**src/rtl/spec_fill_pkg.sv**
```systemverilog
package spec_fill_pkg;
  typedef enum logic [2:0] {
    S_FREE,
    S_WAIT,
    S_READY,
    S_CMT,
    S_DROP
  } ent_st_e;
endpackage

```
**src/rtl/sfb_entry_table.sv**
```systemverilog
module sfb_entry_table
  import spec_fill_pkg::*;
#(
  parameter int N      = 8,
  parameter int TAG_W  = 6,
  parameter int ADDR_W = 26,
  parameter int LINE_W = 64,
  localparam int IDX_W = $clog2(N)
) (
  input  logic              clk_i,
  input  logic              rst_ni,
  input  logic              alloc_en_i,
  input  logic [IDX_W-1:0]  alloc_idx_i,
  input  logic [TAG_W-1:0]  alloc_tag_i,
  input  logic [ADDR_W-1:0] alloc_addr_i,
  input  logic              mem_fill_en_i,
  input  logic [IDX_W-1:0]  mem_fill_idx_i,
  input  logic [LINE_W-1:0] mem_fill_data_i,
  input  logic              commit_valid_i,
  input  logic [TAG_W-1:0]  commit_tag_i,
  input  logic              squash_valid_i,
  input  logic [TAG_W-1:0]  squash_tag_i,
  input  logic              release_en_i,
  input  logic [IDX_W-1:0]  release_idx_i,
  output ent_st_e           st_o   [N],
  output logic [TAG_W-1:0]  tag_o  [N],
  output logic [ADDR_W-1:0] addr_o [N],
  output logic [LINE_W-1:0] data_o [N],
  output logic              fill_deliver_o
);

  for (genvar g = 0; g < N; g++) begin : g_ent
    ent_st_e           st_q;
    logic              ecmt_q;
    logic [TAG_W-1:0]  tag_q;
    logic [ADDR_W-1:0] addr_q;
    logic [LINE_W-1:0] data_q;
    logic sq_hit, cm_hit, al_hit, mf_hit, rl_hit;

    assign sq_hit = squash_valid_i && (tag_q == squash_tag_i);
    assign cm_hit = commit_valid_i && (tag_q == commit_tag_i);
    assign al_hit = alloc_en_i && (alloc_idx_i == IDX_W'(g));
    assign mf_hit = mem_fill_en_i && (mem_fill_idx_i == IDX_W'(g));
    assign rl_hit = release_en_i && (release_idx_i == IDX_W'(g));

    always_ff @(posedge clk_i or negedge rst_ni) begin
      if (!rst_ni) begin
        st_q   <= S_FREE;
        ecmt_q <= 1'b0;
        tag_q  <= '0;
        addr_q <= '0;
        data_q <= '0;
      end else if (al_hit) begin
        st_q   <= S_WAIT;
        ecmt_q <= 1'b0;
        tag_q  <= alloc_tag_i;
        addr_q <= alloc_addr_i;
      end else begin
        unique case (st_q)
          S_WAIT: begin
            if (mf_hit) begin
              data_q <= mem_fill_data_i;
              if (sq_hit)                st_q <= S_FREE;
              else if (ecmt_q || cm_hit) st_q <= S_CMT;
              else                       st_q <= S_READY;
            end else if (sq_hit) begin
              st_q <= S_DROP;
            end else if (cm_hit) begin
              ecmt_q <= 1'b1;  // retired before data arrived
            end
          end
          S_DROP:  if (mf_hit) st_q <= S_FREE;
          S_READY: begin
            if (sq_hit)      st_q <= S_FREE;
            else if (cm_hit) st_q <= S_CMT;
          end
          S_CMT:   if (rl_hit) st_q <= S_FREE;
          default: ;
        endcase
      end
    end

    assign st_o[g]   = st_q;
    assign tag_o[g]  = tag_q;
    assign addr_o[g] = addr_q;
    assign data_o[g] = data_q;
  end

  assign fill_deliver_o = mem_fill_en_i && (st_o[mem_fill_idx_i] == S_WAIT)
                          && !(squash_valid_i && (tag_o[mem_fill_idx_i] == squash_tag_i));


  alloc_free_chk: assert property (@(posedge clk_i) disable iff (!rst_ni)
    alloc_en_i |-> st_o[alloc_idx_i] == S_FREE);


  release_cmt_chk: assert property (@(posedge clk_i) disable iff (!rst_ni)
    release_en_i |-> st_o[release_idx_i] == S_CMT);


  drop_free_chk: assert property (@(posedge clk_i) disable iff (!rst_ni)
    (mem_fill_en_i && st_o[mem_fill_idx_i] == S_DROP) |=> st_o[$past(mem_fill_idx_i)] == S_FREE);

endmodule

```
**src/rtl/sfb_lookup.sv**
```systemverilog
module sfb_lookup
  import spec_fill_pkg::*;
#(
  parameter int N      = 8,
  parameter int ADDR_W = 26,
  localparam int IDX_W = $clog2(N)
) (
  input  ent_st_e           st_i   [N],
  input  logic [ADDR_W-1:0] addr_i [N],
  input  logic [ADDR_W-1:0] req_addr_i,
  output logic              free_found_o,
  output logic [IDX_W-1:0]  free_idx_o,
  output logic              hit_found_o,
  output logic [IDX_W-1:0]  hit_idx_o
);

  logic [N-1:0] free_vec, hit_vec;

  for (genvar g = 0; g < N; g++) begin : g_match
    assign free_vec[g] = (st_i[g] == S_FREE);
    assign hit_vec[g]  = ((st_i[g] == S_READY) || (st_i[g] == S_CMT))
                         && (addr_i[g] == req_addr_i);
  end

  always_comb begin
    free_idx_o = '0;
    hit_idx_o  = '0;
    for (int i = N - 1; i >= 0; i--) begin
      if (free_vec[i]) free_idx_o = IDX_W'(i);
      if (hit_vec[i])  hit_idx_o  = IDX_W'(i);
    end
  end

  assign free_found_o = |free_vec;
  assign hit_found_o  = |hit_vec;

endmodule

```
**src/rtl/sfb_commit_arb.sv**
```systemverilog
module sfb_commit_arb
  import spec_fill_pkg::*;
#(
  parameter int N      = 8,
  parameter int TAG_W  = 6,
  localparam int IDX_W = $clog2(N)
) (
  input  ent_st_e          st_i  [N],
  input  logic [TAG_W-1:0] tag_i [N],
  output logic             sel_valid_o,
  output logic [IDX_W-1:0] sel_idx_o
);

  // wrap-aware: a is older when (a - b) is negative in TAG_W bits
  function automatic logic older(input logic [TAG_W-1:0] a, input logic [TAG_W-1:0] b);
    logic [TAG_W-1:0] d;
    d = a - b;
    return d[TAG_W-1];
  endfunction

  logic [TAG_W-1:0] best_tag;

  always_comb begin
    sel_valid_o = 1'b0;
    sel_idx_o   = '0;
    best_tag    = '0;
    for (int i = 0; i < N; i++) begin
      if ((st_i[i] == S_CMT) && (!sel_valid_o || older(tag_i[i], best_tag))) begin
        sel_valid_o = 1'b1;
        sel_idx_o   = IDX_W'(i);
        best_tag    = tag_i[i];
      end
    end
  end

endmodule

```
**src/rtl/spec_fill_buf.sv**
```systemverilog
module spec_fill_buf
  import spec_fill_pkg::*;
#(
  parameter int N      = 8,
  parameter int TAG_W  = 6,
  parameter int ADDR_W = 26,
  parameter int LINE_W = 64,
  localparam int IDX_W = $clog2(N),
  localparam int MID_W = $clog2(N + 1)
) (
  input  logic              clk_i,
  input  logic              rst_ni,
  input  logic              ld_valid_i,
  output logic              ld_ready_o,
  input  logic [TAG_W-1:0]  ld_tag_i,
  input  logic [ADDR_W-1:0] ld_addr_i,
  input  logic              ld_spec_i,
  input  logic              fence_pending_i,
  output logic              rsp_valid_o,
  output logic [TAG_W-1:0]  rsp_tag_o,
  output logic [LINE_W-1:0] rsp_data_o,
  output logic [ADDR_W-1:0] cache_lookup_addr_o,
  input  logic              cache_hit_i,
  input  logic [LINE_W-1:0] cache_rdata_i,
  output logic              fill_valid_o,
  output logic [ADDR_W-1:0] fill_addr_o,
  output logic [LINE_W-1:0] fill_data_o,
  output logic              mem_req_valid_o,
  output logic [MID_W-1:0]  mem_req_id_o,
  output logic [ADDR_W-1:0] mem_req_addr_o,
  input  logic              mem_rsp_valid_i,
  input  logic [MID_W-1:0]  mem_rsp_id_i,
  input  logic [LINE_W-1:0] mem_rsp_data_i,
  input  logic              commit_valid_i,
  input  logic [TAG_W-1:0]  commit_tag_i,
  input  logic              squash_valid_i,
  input  logic [TAG_W-1:0]  squash_tag_i
);

  localparam logic [MID_W-1:0] NS_ID = MID_W'(N);

  ent_st_e           ent_st   [N];
  logic [TAG_W-1:0]  ent_tag  [N];
  logic [ADDR_W-1:0] ent_addr [N];
  logic [LINE_W-1:0] ent_data [N];

  logic              free_found, buf_hit;
  logic [IDX_W-1:0]  free_idx, hit_idx, arb_idx;
  logic              arb_valid, ent_deliver;
  logic              need_entry, ns_miss, buf_serve, accept;
  logic              rsp_is_ns, rsp_is_ent, alloc_en, release_en;
  logic [IDX_W-1:0]  mem_fill_idx;

  logic              ns_busy_q;
  logic [TAG_W-1:0]  ns_tag_q;
  logic [ADDR_W-1:0] ns_addr_q;

  assign cache_lookup_addr_o = ld_addr_i;

  assign need_entry = ld_spec_i && !cache_hit_i && !buf_hit;
  assign buf_serve  = ld_spec_i && !cache_hit_i && buf_hit;
  assign ns_miss    = !ld_spec_i && !cache_hit_i;

  assign ld_ready_o = !mem_rsp_valid_i
                      && !(ld_spec_i && fence_pending_i)
                      && !(need_entry && !free_found)
                      && !(ns_miss && ns_busy_q);
  assign accept     = ld_valid_i && ld_ready_o;

  assign rsp_is_ns    = mem_rsp_valid_i && (mem_rsp_id_i == NS_ID);
  assign rsp_is_ent   = mem_rsp_valid_i && (mem_rsp_id_i < NS_ID);
  assign mem_fill_idx = mem_rsp_id_i[IDX_W-1:0];
  assign alloc_en     = accept && need_entry;
  assign release_en   = arb_valid && !rsp_is_ns;  // bypass fill has the port

  sfb_entry_table #(
    .N(N), .TAG_W(TAG_W), .ADDR_W(ADDR_W), .LINE_W(LINE_W)
  ) u_table (
    .clk_i           (clk_i),
    .rst_ni          (rst_ni),
    .alloc_en_i      (alloc_en),
    .alloc_idx_i     (free_idx),
    .alloc_tag_i     (ld_tag_i),
    .alloc_addr_i    (ld_addr_i),
    .mem_fill_en_i   (rsp_is_ent),
    .mem_fill_idx_i  (mem_fill_idx),
    .mem_fill_data_i (mem_rsp_data_i),
    .commit_valid_i  (commit_valid_i),
    .commit_tag_i    (commit_tag_i),
    .squash_valid_i  (squash_valid_i),
    .squash_tag_i    (squash_tag_i),
    .release_en_i    (release_en),
    .release_idx_i   (arb_idx),
    .st_o            (ent_st),
    .tag_o           (ent_tag),
    .addr_o          (ent_addr),
    .data_o          (ent_data),
    .fill_deliver_o  (ent_deliver)
  );

  sfb_lookup #(.N(N), .ADDR_W(ADDR_W)) u_lookup (
    .st_i         (ent_st),
    .addr_i       (ent_addr),
    .req_addr_i   (ld_addr_i),
    .free_found_o (free_found),
    .free_idx_o   (free_idx),
    .hit_found_o  (buf_hit),
    .hit_idx_o    (hit_idx)
  );

  sfb_commit_arb #(.N(N), .TAG_W(TAG_W)) u_arb (
    .st_i        (ent_st),
    .tag_i       (ent_tag),
    .sel_valid_o (arb_valid),
    .sel_idx_o   (arb_idx)
  );

  // load response
  always_ff @(posedge clk_i or negedge rst_ni) begin
    if (!rst_ni) begin
      rsp_valid_o <= 1'b0;
      rsp_tag_o   <= '0;
      rsp_data_o  <= '0;
    end else begin
      rsp_valid_o <= 1'b0;
      if (rsp_is_ns) begin
        rsp_valid_o <= 1'b1;
        rsp_tag_o   <= ns_tag_q;
        rsp_data_o  <= mem_rsp_data_i;
      end else if (ent_deliver) begin
        rsp_valid_o <= 1'b1;
        rsp_tag_o   <= ent_tag[mem_fill_idx];
        rsp_data_o  <= mem_rsp_data_i;
      end else if (accept && cache_hit_i) begin
        rsp_valid_o <= 1'b1;
        rsp_tag_o   <= ld_tag_i;
        rsp_data_o  <= cache_rdata_i;
      end else if (accept && buf_serve) begin
        rsp_valid_o <= 1'b1;
        rsp_tag_o   <= ld_tag_i;
        rsp_data_o  <= ent_data[hit_idx];
      end
    end
  end

  // memory request and bypass tracking
  always_ff @(posedge clk_i or negedge rst_ni) begin
    if (!rst_ni) begin
      mem_req_valid_o <= 1'b0;
      mem_req_id_o    <= '0;
      mem_req_addr_o  <= '0;
      ns_busy_q       <= 1'b0;
      ns_tag_q        <= '0;
      ns_addr_q       <= '0;
    end else begin
      mem_req_valid_o <= alloc_en || (accept && ns_miss);
      if (alloc_en) begin
        mem_req_id_o   <= MID_W'(free_idx);
        mem_req_addr_o <= ld_addr_i;
      end else if (accept && ns_miss) begin
        mem_req_id_o   <= NS_ID;
        mem_req_addr_o <= ld_addr_i;
        ns_busy_q      <= 1'b1;
        ns_tag_q       <= ld_tag_i;
        ns_addr_q      <= ld_addr_i;
      end
      if (rsp_is_ns) ns_busy_q <= 1'b0;
    end
  end

  // cache fill
  always_ff @(posedge clk_i or negedge rst_ni) begin
    if (!rst_ni) begin
      fill_valid_o <= 1'b0;
      fill_addr_o  <= '0;
      fill_data_o  <= '0;
    end else begin
      fill_valid_o <= 1'b0;
      if (rsp_is_ns) begin
        fill_valid_o <= 1'b1;
        fill_addr_o  <= ns_addr_q;
        fill_data_o  <= mem_rsp_data_i;
      end else if (release_en) begin
        fill_valid_o <= 1'b1;
        fill_addr_o  <= ent_addr[arb_idx];
        fill_data_o  <= ent_data[arb_idx];
      end
    end
  end


  hit_rsp_chk: assert property (@(posedge clk_i) disable iff (!rst_ni)
    (accept && cache_hit_i) |=> rsp_valid_o && rsp_tag_o == $past(ld_tag_i)
                                && rsp_data_o == $past(cache_rdata_i));


  buf_no_req_chk: assert property (@(posedge clk_i) disable iff (!rst_ni)
    (accept && buf_serve) |=> !mem_req_valid_o);

endmodule

```
**config.mk**
```make
export PLATFORM = sky130hd
export DESIGN_NAME = spec_fill_buf
export DESIGN_NICKNAME = d
export VERILOG_FILES = /design/src/rtl/spec_fill_pkg.sv /design/src/rtl/sfb_entry_table.sv /design/src/rtl/sfb_lookup.sv /design/src/rtl/sfb_commit_arb.sv /design/src/rtl/spec_fill_buf.sv
export SDC_FILE = /design/constraint.sdc
export NUM_CORES = 2
export LEC_CHECK = 0
export BUFFER_PORTS_ARGS = -buffer_cell sky130_fd_sc_hd__buf_2
export CAP_MARGIN = 20
export CORE_MARGIN = 4
export CORE_UTILIZATION = 36
export DETAILED_ROUTE_END_ITERATION = 10
export PLACE_DENSITY = 0.5
export SLEW_MARGIN = 40
export SYNTH_ARGS = -nofsm -noshare
export SYNTH_HDL_FRONTEND = slang
export SYNTH_HIERARCHICAL = 1
export SYNTH_SLANG_ARGS = --single-unit
export TNS_END_PERCENT = 20
```
**constraint.sdc**
```tcl
create_clock -name clk_i -period 20.3 [get_ports clk_i]
set_clock_uncertainty 0.1 [all_clocks]
set_input_delay 1.015 -clock clk_i [delete_from_list [all_inputs] [get_ports clk_i]]
set_output_delay 1.015 -clock clk_i [all_outputs]
set_load 0.01 [all_outputs]
```
======== After elaboration in Yosys (flattened, before gate mapping) ========
Cells that the tools add are included.
storage, ports and cells
  word-level logic and storage cells ...... 586
  bits in registers ....................... 1026
  input bits .............................. 185
  output and inout bits ................... 220
operators by class
  eq/ne operators ......................... 129
  bitwise gates (word level) .............. 12
  $lt $le $gt $ge ......................... 4
  $add $sub $neg .......................... 7
  mux-type cells .......................... 198
  reduce and logical (&&, ||, !) cells .... 184
operators by type and width
  cell                                                                      number
  64-bit 2-to-1 mux                                                         10
  64-bit binary-select mux with 3-bit select                                2
  3-bit 2-to-1 mux                                                          86
  26-bit equality test                                                      8
  26-bit 2-to-1 mux                                                         6
  6-bit equality test                                                       17
  3-bit case mux with 4 select lines                                        8
  26-bit binary-select mux with 3-bit select                                1
  6-bit 2-to-1 mux                                                          13
  1-bit logical AND                                                         76
  3-bit by 2-bit equality test with 1-bit output (second input constant)    22
  1-bit 2-to-1 mux                                                          66
  3-bit equality test (second input constant)                               20
  6-bit subtractor                                                          7
  5-bit AND reduction                                                       8
  5-bit nonzero test                                                        8
  2-bit nonzero test                                                        19
  3-bit by 1-bit equality test with 1-bit output (second input constant)    12
  3-bit logical NOT                                                         11
  4-bit by 1-bit inequality test with 1-bit output (second input constant)  8
  4-bit inequality test (second input constant)                             8
  4-bit AND reduction                                                       8
  1-bit logical OR                                                          24
  3-bit by 1-bit inequality test with 1-bit output (second input constant)  8
  17 further kinds                                                          78

======== Longest topological paths before layout ========
  depth after elaboration ................. 36
  mapped depth ............................ 84
  depth with buffers taken out ............ 78

======== Cells and area by module ========
The synthesis kept the hierarchy.
modules (own cells, without submodules)
  module           seq. area each (µm²)  instances  area each (µm²)  cells an instance
  sfb_entry_table  20019.2               1          32812.7          2558
  spec_fill_buf    5655.4                1          19925.4          1545
  sfb_lookup       0.0                   1          2751.4           351
  sfb_commit_arb   0.0                   1          2426.1           347

======== Worst setup path before layout ========
OpenSTA, ideal clock, no wires.
  kind .................................... register to register
  start point ............................. register u_table.g_ent[0].st_q[2]
  end point ............................... register fill_addr_o[15]
  cell stages (with the launch flop) ...... 79
  path buffers ............................ 9
  library setup time ...................... 0.118 ns
  clock period less this slack ............ 14.666 ns
  path slack .............................. 5.634 ns
  arrival ................................. 14.447 ns
  data required time ...................... 20.082 ns
  cells stage by stage .................... dfrtp_1 > and3b_1 > buf_6 > clkbuf_1 > and2_1 > inv_1 > ha_1 > o2111ai_1 > nor4_1 > o211a_1 > nor2_2 > a21oi_1 > a31oi_1 > ha_1 > and2_1 > o21a_1 > o211a_1 > nor2_1 > [43 not listed] > ha_1 > a21oi_1 > nor2b_1 > o21ai_0 > nand2b_1 > nor3b_1 > nand3_1 > nor3b_2 > xnor2_1 > o21ai_2 > nand3_1 > buf_2 > buf_6 > buf_6 > mux4_2 > mux2i_1 > a211oi_1 > a21o_1
between the ends
  cells in the longest elaborated chain, start to end .. 36
  elaborated cells on any way between the ends .. 59
  classes of those cells .................. add/sub: 7; eq/ne: 1; mux: 27; bitwise: 1; reduce/logical: 23
ends and longest elaborated chain
  item                                                        RTL line                                    source
  from (decl)                                                 sfb_entry_table.sv:33                       ent_st_e st_q;
  from (signal assigned)                                      sfb_entry_table.sv:48                       st_q <= S_FREE;
  from (signal assigned)                                      sfb_entry_table.sv:54                       st_q <= S_WAIT;
  from (signal assigned)                                      sfb_entry_table.sv:63                       if (sq_hit) st_q <= S_FREE;
  3-bit by 2-bit equality test with 1-bit output (*)          sfb_commit_arb.sv:28                        if ((st_i[i] == S_CMT) && (!sel_valid_o || older(tag_i[i], best_tag))) begin
  6-bit 2-to-1 mux or 1-bit 2-to-1 mux (tied branches)        sfb_commit_arb.sv:28
  6-bit subtractor or 1-bit logical NOT (tied branches)       sfb_commit_arb.sv:17, sfb_commit_arb.sv:28
  1-bit logical OR                                            sfb_commit_arb.sv:28
  1-bit logical AND                                           sfb_commit_arb.sv:28
  6-bit 2-to-1 mux or 1-bit 2-to-1 mux (tied branches)        sfb_commit_arb.sv:28
  6-bit subtractor or 1-bit logical NOT (tied branches)       sfb_commit_arb.sv:17, sfb_commit_arb.sv:28
  1-bit logical OR                                            sfb_commit_arb.sv:28
  [20 not listed]                                             -
  1-bit logical AND                                           sfb_commit_arb.sv:28
  3-bit 2-to-1 mux (*)                                        sfb_commit_arb.sv:28
  via arb_idx[1]                                              spec_fill_buf.sv:48                         logic [IDX_W-1:0] free_idx, hit_idx, arb_idx;
  3-bit inverter with 4-bit output (not written as such) (*)  spec_fill_buf.sv:185                        fill_addr_o <= ent_addr[arb_idx];
  26-bit binary-select mux with 3-bit select (*)              spec_fill_buf.sv:185
  26-bit 2-to-1 mux (not written as such) (*) (2 in series)   spec_fill_buf.sv:185
  26-bit 2-to-1 mux (*)                                       spec_fill_buf.sv:183                        end else if (release_en) begin
  26-bit 2-to-1 mux (*)                                       spec_fill_buf.sv:179                        if (rsp_is_ns) begin
  to (signal assigned)                                        spec_fill_buf.sv:181                        fill_addr_o <= ns_addr_q;
  to (signal assigned)                                        spec_fill_buf.sv:185
  to (decl)                                                   spec_fill_buf.sv:26                         output logic [ADDR_W-1:0] fill_addr_o,
The timed path passes the listed nets; every way through them passes the cells marked *. The select of a mux whose other input is x is not followed.
A chain may end at the register's enable or synchronous reset.

======== Worst setup path after layout ========
  start point ............................. register u_table.g_ent[0].st_q[2]
  end point ............................... register fill_data_o[17]
between the ends
  cells in the longest elaborated chain, start to end .. 36
  elaborated cells on any way between the ends .. 59
  classes of those cells .................. add/sub: 7; eq/ne: 1; mux: 27; bitwise: 1; reduce/logical: 23
ends and longest elaborated chain
  item                                                        RTL line                                    source
  3-bit by 2-bit equality test with 1-bit output (*)          sfb_commit_arb.sv:28
  6-bit 2-to-1 mux or 1-bit 2-to-1 mux (tied branches)        sfb_commit_arb.sv:28
  6-bit subtractor or 1-bit logical NOT (tied branches)       sfb_commit_arb.sv:17, sfb_commit_arb.sv:28
  1-bit logical OR                                            sfb_commit_arb.sv:28
  1-bit logical AND                                           sfb_commit_arb.sv:28
  6-bit 2-to-1 mux or 1-bit 2-to-1 mux (tied branches)        sfb_commit_arb.sv:28
  6-bit subtractor or 1-bit logical NOT (tied branches)       sfb_commit_arb.sv:17, sfb_commit_arb.sv:28
  1-bit logical OR                                            sfb_commit_arb.sv:28
  [20 not listed]                                             -
  1-bit logical AND                                           sfb_commit_arb.sv:28
  3-bit 2-to-1 mux (*)                                        sfb_commit_arb.sv:28
  via arb_idx[2]                                              spec_fill_buf.sv:48
  3-bit inverter with 4-bit output (not written as such) (*)  spec_fill_buf.sv:186                        fill_data_o <= ent_data[arb_idx];
  64-bit binary-select mux with 3-bit select (*)              spec_fill_buf.sv:186
  64-bit 2-to-1 mux (not written as such) (*) (2 in series)   spec_fill_buf.sv:186
  64-bit 2-to-1 mux (*)                                       spec_fill_buf.sv:183
  64-bit 2-to-1 mux (*)                                       spec_fill_buf.sv:179
  to (signal assigned)                                        spec_fill_buf.sv:182                        fill_data_o <= mem_rsp_data_i;
  to (signal assigned)                                        spec_fill_buf.sv:186
  to (decl)                                                   spec_fill_buf.sv:27                         output logic [LINE_W-1:0] fill_data_o,
Marks and branches as above.

==> flow_metrics.tcl <==
set metrics [dict create \
    status "completed" \
    grt_antenna_before_repair 12 \
    slowest_delay_ps 750 \
    hold_viol 0 \
    startpoint_type "flip-flop" \
    p_sw_share_pct 36.2 \
    cts_resized 0 \
    r2r-start "u_table/g_ent[0].st_q[2]" \
    dpl.cell_count 7067 \
    wl_met2_um 90800 \
    crit_arrival_ps 18200 \
    fmax_mhz 56.6 \
    grt_max_degree 140 \
    ys_seq_elements 1026 \
    synth_top_area_share_pct 44.3 \
    yosys-top-cells-area "dfrtp_1 (44%), mux4_2 (13%), mux2_2 (9.3%)" \
    switchingPower_w 0.00324 \
    wirelength_um 195000 \
    boundaryPins 405 \
    syn_avg_cell_area_sq_um 12.1 \
    routed-wl-met3_um 10900 \
    finalCritPeriodShare_pct 87.1 \
    rows 146 \
    ff2ff_path_depth 76 \
    p_total_w 0.00893 \
    critical_path_class "flip-flop to flip-flop" \
    clock-sinks 1026 \
    ys_types 104 \
    tightest_slew_ps 901 \
    htreeDepth 3 \
    worst_skew_pair.late_latency_ps 760 \
    syn-instance-count 4801 \
    min_path_type "input pin to async pin" \
    post-cts-setup-buffers 0 \
    vdd_drop_max_uv 183 \
    final_nets 5251 \
    slew_viol_final 0 \
    internal-power_w 0.00569 \
    p_per_area_nw_per_um2 136 \
    cts_made_buffers 118 \
    slew_headroom_pct 40.0 \
    wl_met1_um 86300 \
    synth_nets 5006 \
    layout_setup_ws_ps 2630 \
    grt_usage_pct 22.9 \
    finalSetupTns_ps 0 \
    fin_util_pct 41.4 \
    async_reset_ff_share_pct 100 \
    final-instance-count-excl-fill 7295 \
    synth_common_cells "dfrtp_1 (1026), nand2_1 (657), mux2_2 (476), mux4_2 (327), nor2_1 (250)" \
    syn_to_final_growth_pct 13.8 \
    fin_crit_ps 17670 \
    cp_slowest_cell "buf_4" \
    clk_pin_slew_ps 60 \
    drive_gt1_share_pct 31.5 \
    r2r_slack_ps 2630 \
    yosysTopAreaCell "dfrtp_1" \
    portBuffers 404 \
    cts_hold_buf 0 \
    finalSetupViolations 0 \
    yosys_warnings 6 \
    grt_setup_unrepaired "false" \
    die_w_um 409 \
    dpl.hpwl_um 124000 \
    detail-route-antenna-nets 0 \
    num-fill-cells 15200 \
    topRoutingLayerUsed "met5" \
    synthFlopType "dfrtp_1" \
    synth_edf_count 0 \
    grt_pass1_wl_um 291000 \
    r2r-end "fill_data_o[17]" \
    vias 41200 \
    required_ps 20830 \
    drcViolationCount 0 \
    syn_area_sq_um 57900 \
    p_clk_share_pct 24.3 \
    critical_path.endpoint_type "flip-flop" \
    vias_per_cell 5.64 \
    pre_cts_slack_ps 2830 \
    die_h_um 409 \
    initial_utilization_pct 36.4 \
    cts-root-buf "clkbuf_16" \
    maxCapViolations 0 \
    yosysMostFrequentCell "dfrtp_1" \
    clockBufferDepth 3 \
    core_sq_um 159000 \
    cellLeakagePower_nw 30.2 \
    crit_fanout 78 \
    gp_congestion 0.902 \
    cts_tree "yes" \
    grt_pass1_vias 41800 \
    dieArea_sq_um 167000 \
    combPwrFrac_pct 39.9 \
    ys_seq_area_share_pct 44.3 \
    power_frac_seq_pct 35.7 \
    seq_area_sq_um 25700 \
    multi_input_comb_area_sq_um 30400 \
    wire_per_inst_um 26.7 \
    dr.pass1.iters 6 \
    grt_overflow 0 \
    drt_iter0_drc 3324 \
]
[layout by cell type, fill, tap and decap left out, types with 37 or more instances in the layout]
cell type / count
mux2i_1: 186
dfrtp_1: 1026
o21ai_0: 56
nor2_1: 245
nand4_1: 55
a21oi_1: 124
a21o_1: 98
nand2_1: 654
buf_4: 44
a211oi_1: 107
mux2_2: 476
mux2_4: 60
inv_1: 37
mux2_1: 174
o22ai_1: 68
nor4_1: 41
nor3_1: 40
clkbuf_16: 119
mux4_2: 327
xor2_1: 149
buf_2: 402
xnor2_1: 169
[layout make-up]
class / count / share of cell area (%)
inverters: 40 / 0.228
multi-input cells: 3375 / 46.1
flip-flops and latches: 1026 / 39.0
well taps: 2146 / 4.07
diodes: 2 / 0.00760
clock buffers: 175 / 5.25
clock inverters: 46 / 0.746
repair buffers: 485 / 4.66
[power by group through the flow]
stage	sequential (W)	clock (W)	combinational, W
final	0.00319	0.00217	0.00357
after global routing	0.00327	0.00232	0.00389
after CTS	0.00319	0.00223	0.00358
after detailed placement	0.00322	0	0.00357
after global placement	0.00321	0	0.00349
after floorplan	0.00308	0	0.00259
[cells by family (layout without fill, tap and decap cells)]
| kind of cell | count (synthesis) | in the layout | synth area share, % |
|---|---|---|---|
| AOI/OAI and AO/OA | 587 | 587 | 7.05 |
| xor gates and xnor gates | 319 | 319 | 4.84 |
| adders and majority gates | 23 | 23 | 0.484 |
| buffers and inverters | 400 | 746 | 3.74 |
| DFF | 1026 | 1026 | 44.3 |
| muxes | 1224 | 1224 | 30.1 |
| other | 0 | 2 | 0 |
| and+or+nand+nor | 1222 | 1222 | 9.41 |
[how the worst max path moves through the flow]
stage | startpoint | to | slack [ps] | cells after the start
after floorplan | u_table/g_ent[0].st_q[2] | fill_addr_o[15] | 5630 | 78
final | u_table/g_ent[0].st_q[2] | fill_data_o[17] | 2630 | 76
after global routing | u_table/g_ent[0].st_q[2] | fill_data_o[17] | 1270 | 76
after global placement | u_table/g_ent[0].st_q[2] | fill_data_o[31] | 2810 | 74
after detailed placement | u_table/g_ent[0].st_q[2] | fill_data_o[39] | 2830 | 74
after CTS | u_table/g_ent[0].st_q[2] | fill_data_o[39] | 2770 | 74
[critical path, delay by kind of cell (launching register included)]
| family | cells | cell delay (ps) |
|---|---|---|
| buffers and inverters | 6 | 1440 |
| and+or+nand+nor | 25 | 4920 |
| DFF | 1 | 480 |
| xor gates and xnor gates | 1 | 210 |
| muxes | 6 | 2020 |
| adders and majority gates | 7 | 1960 |
| AOI/OAI and AO/OA | 31 | 6140 |
[flip-flops by register name, indices dropped and copies added (netlist names), 8 cells and up]
name / flops
u_table/g_ent.data_q: 512
u_table/g_ent.addr_q: 208
fill_data_o: 64
rsp_data_o: 64
u_table/g_ent.tag_q: 48
fill_addr_o: 26
mem_req_addr_o: 26
ns_addr_q: 26
u_table/g_ent.st_q: 24
u_table/g_ent.ecmt_q: 8
[stage by stage]
| step | hold slack (ps) | area (sq um) |
|---|---|---|
| 6_report | 50.5 | 65900 |
| 4_1_cts | 188 | 65700 |
| 3_3_place_gp | 354 | 61500 |
| 3_5_place_dp | 358 | 61800 |
| 2_1_floorplan | 346 | 57900 |
| 5_1_grt | 30.3 | 65900 |
[layer usage]
| metal | GRT usage (%) | up-vias |
|---|---|---|
| li1 | - | 18000 |
| met1 | 31.9 | 21500 |
| met2 | 36.6 | 1327 |
| met3 | 3.54 | 297 |
| met4 | 7.91 | 6 |
| met5 | 0 | - |
No activity file was read; power rests on OpenSTA's default activity.
